===== src/rtl/qsd_pkg.sv =====
package qsd_pkg;

    localparam int DIGIT_W = 3;

    typedef logic [DIGIT_W-1:0] qsd_field_t;

    typedef enum logic [DIGIT_W-1:0] {
        QD_ZERO  = 3'b000,
        QD_POS1  = 3'b001,
        QD_POS2  = 3'b010,
        QD_POS3  = 3'b011,
        QD_BAD   = 3'b100,
        QD_NEG3  = 3'b101,
        QD_NEG2  = 3'b110,
        QD_NEG1  = 3'b111
    } qsd_code_e;

    typedef struct packed {
        logic                      illegal;
        logic signed [DIGIT_W-1:0] digit;
    } qsd_digit_t;

    function automatic qsd_digit_t decode_field(input qsd_field_t f);
        qsd_digit_t r;
        r.illegal = (qsd_code_e'(f) == QD_BAD);
        r.digit   = $signed(f);
        return r;
    endfunction

    function automatic int out_width(input int n_digits);
        return 2 * n_digits + 2;
    endfunction

endpackage


===== src/rtl/qsd_digit_term.sv =====
module qsd_digit_term
    import qsd_pkg::*;
#(
    parameter int POS   = 0,
    parameter int OUT_W = 18
) (
    input  logic [DIGIT_W-1:0] field,
    output logic [OUT_W-1:0]   term,
    output logic               illegal
);
    localparam int SHIFT = 2 * POS;

    qsd_digit_t dec;
    logic signed [OUT_W-1:0] ext;

    always_comb begin
        dec     = decode_field(field);
        illegal = dec.illegal;
        ext     = {{(OUT_W-DIGIT_W){dec.digit[DIGIT_W-1]}}, dec.digit};
        term    = ext <<< SHIFT;
    end
endmodule


===== src/rtl/qsd_sum_tree.sv =====
module qsd_sum_tree #(
    parameter int N_TERMS = 8,
    parameter int OUT_W   = 18
) (
    input  logic [N_TERMS*OUT_W-1:0] terms,
    output logic [OUT_W-1:0]         total
);
    localparam int LEVELS = (N_TERMS > 1) ? $clog2(N_TERMS) : 0;
    localparam int LEAVES = 1 << LEVELS;

    logic [OUT_W-1:0] node [1:2*LEAVES-1];

    for (genvar l = 0; l < LEAVES; l++) begin : g_leaf
        if (l < N_TERMS) begin : g_used
            assign node[LEAVES+l] = terms[l*OUT_W +: OUT_W];
        end else begin : g_pad
            assign node[LEAVES+l] = '0;
        end
    end

    for (genvar k = 1; k < LEAVES; k++) begin : g_add
        assign node[k] = node[2*k] + node[2*k+1];
    end

    assign total = node[1];
endmodule


===== src/rtl/qsd_to_bin.sv =====
module qsd_to_bin
    import qsd_pkg::*;
#(
    parameter int N_DIGITS = 8
) (
    input  logic [DIGIT_W*N_DIGITS-1:0]     qsd_word,
    output logic [2*N_DIGITS+2-1:0]         bin_value,
    output logic                            bad_digit
);
    localparam int OUT_W = out_width(N_DIGITS);

    logic [N_DIGITS*OUT_W-1:0] terms;
    logic [N_DIGITS-1:0]       illegal_vec;
    logic [OUT_W-1:0]          raw_sum;

    for (genvar i = 0; i < N_DIGITS; i++) begin : g_digit
        qsd_digit_term #(
            .POS   (i),
            .OUT_W (OUT_W)
        ) term_i (
            .field   (qsd_word[i*DIGIT_W +: DIGIT_W]),
            .term    (terms[i*OUT_W +: OUT_W]),
            .illegal (illegal_vec[i])
        );
    end

    qsd_sum_tree #(
        .N_TERMS (N_DIGITS),
        .OUT_W   (OUT_W)
    ) tree_i (
        .terms (terms),
        .total (raw_sum)
    );

    always_comb begin
        bad_digit = |illegal_vec;
        bin_value = bad_digit ? '0 : raw_sum;
    end
endmodule


===== config.mk =====
export PLATFORM = sky130hd
export DESIGN_NAME = qsd_to_bin
export DESIGN_NICKNAME = d
export VERILOG_FILES = /design/src/rtl/qsd_pkg.sv /design/src/rtl/qsd_digit_term.sv /design/src/rtl/qsd_sum_tree.sv /design/src/rtl/qsd_to_bin.sv
export SDC_FILE = /design/constraint.sdc
export NUM_CORES = 1
export LEC_CHECK = 0
export BUFFER_PORTS_ARGS = -buffer_cell sky130_fd_sc_hd__buf_4
export CORE_UTILIZATION = 50
export DETAILED_ROUTE_END_ITERATION = 10
export GPL_TIMING_DRIVEN = 0
export PLACE_DENSITY = 0.78
export SYNTH_ARGS = -nofsm -noshare
export SYNTH_HDL_FRONTEND = slang
export SYNTH_HIERARCHICAL = 1
export SYNTH_SLANG_ARGS = --single-unit

===== constraint.sdc =====
create_clock -name vclk -period 5.3
set_input_delay 0.265 -clock vclk [all_inputs]
set_output_delay 0.265 -clock vclk [all_outputs]
set_load 0.02 [all_outputs]

==> flow_summary.toml <==
[clocking]
hold_buffers = 0
cts_resized = 0
cts_setup_buffers = 0

[final_layout]
nets = 843
finalNonFillerCells = 833
layout.area.seq_sq_um = 0
antennaDiodeCount = 0
syn_to_final_growth_pct = 13.28
postLayoutCoreUtil_pct = 58.47
clock_buffers = 0
drive_gt1_share_pct = 30.86
seq_cells = 0

[yosys]
seq_area_frac_synth_pct = 0
synth_largest_area_cell = "fa_1"
synth_area_sq_um = 5069
yosysTopAreaCellShare_pct = 39.10
synthTopCellsByArea = "fa_1 39%, buf_4 21%, inv_1 17%"
syn_inst = 608
ys_types = 40
postSynthAreaPerCell_sq_um = 8.337
yosysWarnings = 6

[detailed_routing]
antenna_left = 0
vias_per_cell = 4.042
post-route-drc-count = 0
drt-initial-drc-count = 47
routedWlPerCell_microns = 10.13
wl_microns = 8441
first_pass_iters = 4
vias = 3367

[global_route]
grt_max_degree = 18
gr-total-overflow = 0
grt_antenna_before_repair = 0
grt.total_usage_pct = 17.67
grt_pass1_vias = 3608
grt_pass1_wl_microns = 14690

[hold_path]
min_path_type = "in2out"

[placement]
port_buffers = 43
dpl.hpwl_microns = 7808
place_congestion = 0.7790
dpl.cell_count = 833

[setup_path]
cp-end-kind = "output port"
cp.required_ps = 5040
arrival_ps = 4690
path_max_fanout = 17
startpoint_type = "primary input"
crit_type = "in2out"

[power]
pwr-share-comb_pct = 100.0
finalPower_mw = 3.292
power.leakage_nw = 3.239
power_density_nw_per_um2 = 573.4
ir_drop_uv = 620.6
p_int_mw = 1.467
p_seq_share_pct = 0
clkPwrFrac_pct = 0
p_sw_mw = 1.826
switching_share_pct = 55.46

[timing]
drv_slew = 0
min_period_ps = 4952
setup_violations = 0
tns_ps = 0
hold_violations = 0
hold_slack_ps = 1288
timing.fmax_mhz = 201.9
rsz0062_at_grt = "false"
fin_crit_sh_pct = 93.44

[floorplan]
die_area_sq_um = 10540
die_h_microns = 102.7
start_util_pct = 51.62
num_io_pins = 43
fp.dieW_microns = 102.7
fp-row-count = 36
core-area_sq_um = 9819

[run_status]
outcome = "finished, final reports clean"

[run]
cap_violations = 0
[stage by stage]
step | area [sq um] | setup slack [ps]
after floorplan | 5253 | 818.2
after global placement | 5742 | 408.3
after detailed placement | 5742 | 329.8
after CTS | 5742 | 326.9
after global routing | 5742 | 111.8
final | 5742 | 347.6
[synthesized netlist by cell type (2+ instances only)]
cell / number
a211oi_1: 2
o21a_1: 4
buf_4: 144
a21oi_1: 8
nor2b_1: 2
o21ai_0: 3
fa_1: 99
nor3_1: 11
nor2_1: 7
a21o_1: 5
xnor2_1: 20
nand3_1: 3
xor2_1: 6
ha_1: 18
nor3_2: 9
conb_1: 7
or4_1: 2
inv_1: 225
buf_6: 2
a31oi_1: 2
nor3b_2: 8
nand2b_1: 3
[placed cells by master, fill, tap and decap left out, types with 2 or more instances in the layout]
master	instances
xor2_1	6
nand3_1	3
a21o_1	5
buf_6	2
buf_4	187
nor3b_2	8
fa_1	99
nor2b_1	2
inv_1	225
o21ai_0	3
nor3_1	11
or4_1	2
nand2b_1	3
nor3_2	9
a21oi_1	8
xnor2_1	20
conb_1	56
ha_1	18
nor2_1	7
o21a_1	4
a31oi_1	2
a211oi_1	2
[final timing paths]
kind,start,cells after the start,to,slack (ps)
setup / recovery,qsd_word[2],18,bin_value[16],350
hold / removal,qsd_word[23],6,bin_value[0],1290
[logic make-up (layout without fill, tap and decap cells)]
group | Yosys count | after routing | share of synthesized area, %
simple gates | 51 | 51 | 7.603
xor+xnor | 26 | 26 | 4.493
other cells | 7 | 56 | 0.5185
compound gates | 34 | 34 | 4.912
buf+inv | 373 | 416 | 38.93
fa+ha+maj | 117 | 117 | 43.54
[power by group through the flow]
| stage | sequential (mW) | clock (mW) | combinational [mW] |
|---|---|---|---|
| after floorplan | 0 | 0 | 2.53 |
| after global placement | 0 | 0 | 3.12 |
| after detailed placement | 0 | 0 | 3.23 |
| after CTS | 0 | 0 | 3.24 |
| after global routing | 0 | 0 | 3.69 |
| final | 0 | 0 | 3.29 |
[critical path: stages]
cell,delay (ps)
buf_4,230
buf_4,150
inv_1,40
fa_1,530
inv_1,50
fa_1,440
fa_1,490
inv_1,50
fa_1,480
inv_1,40
ha_1,340
a2111oi_2,470
a21oi_2,140
o21a_1,180
o311ai_1,270
inv_1,90
nor3_2,250
buf_4,180
[metal layers]
layer	track usage [%]	up-vias	wire (microns)	share of wire, %
met4	0.8791	0	38	0.45
met1	21.43	1617	3520	42
li1	-	1681	-	-
met2	36.10	67	4670	55
met3	0.2712	2	212	2.5
met5	0	-	0	0
[cell type report]
class,count,area [sq um]
fill,872,4078
inverter,225,844.6
buffer,148,1129
timing repair buffer,43,322.8
multi-input combinational,284,3279
tap,133,166.4
Note: power is estimated with default switching activity, not from simulation.
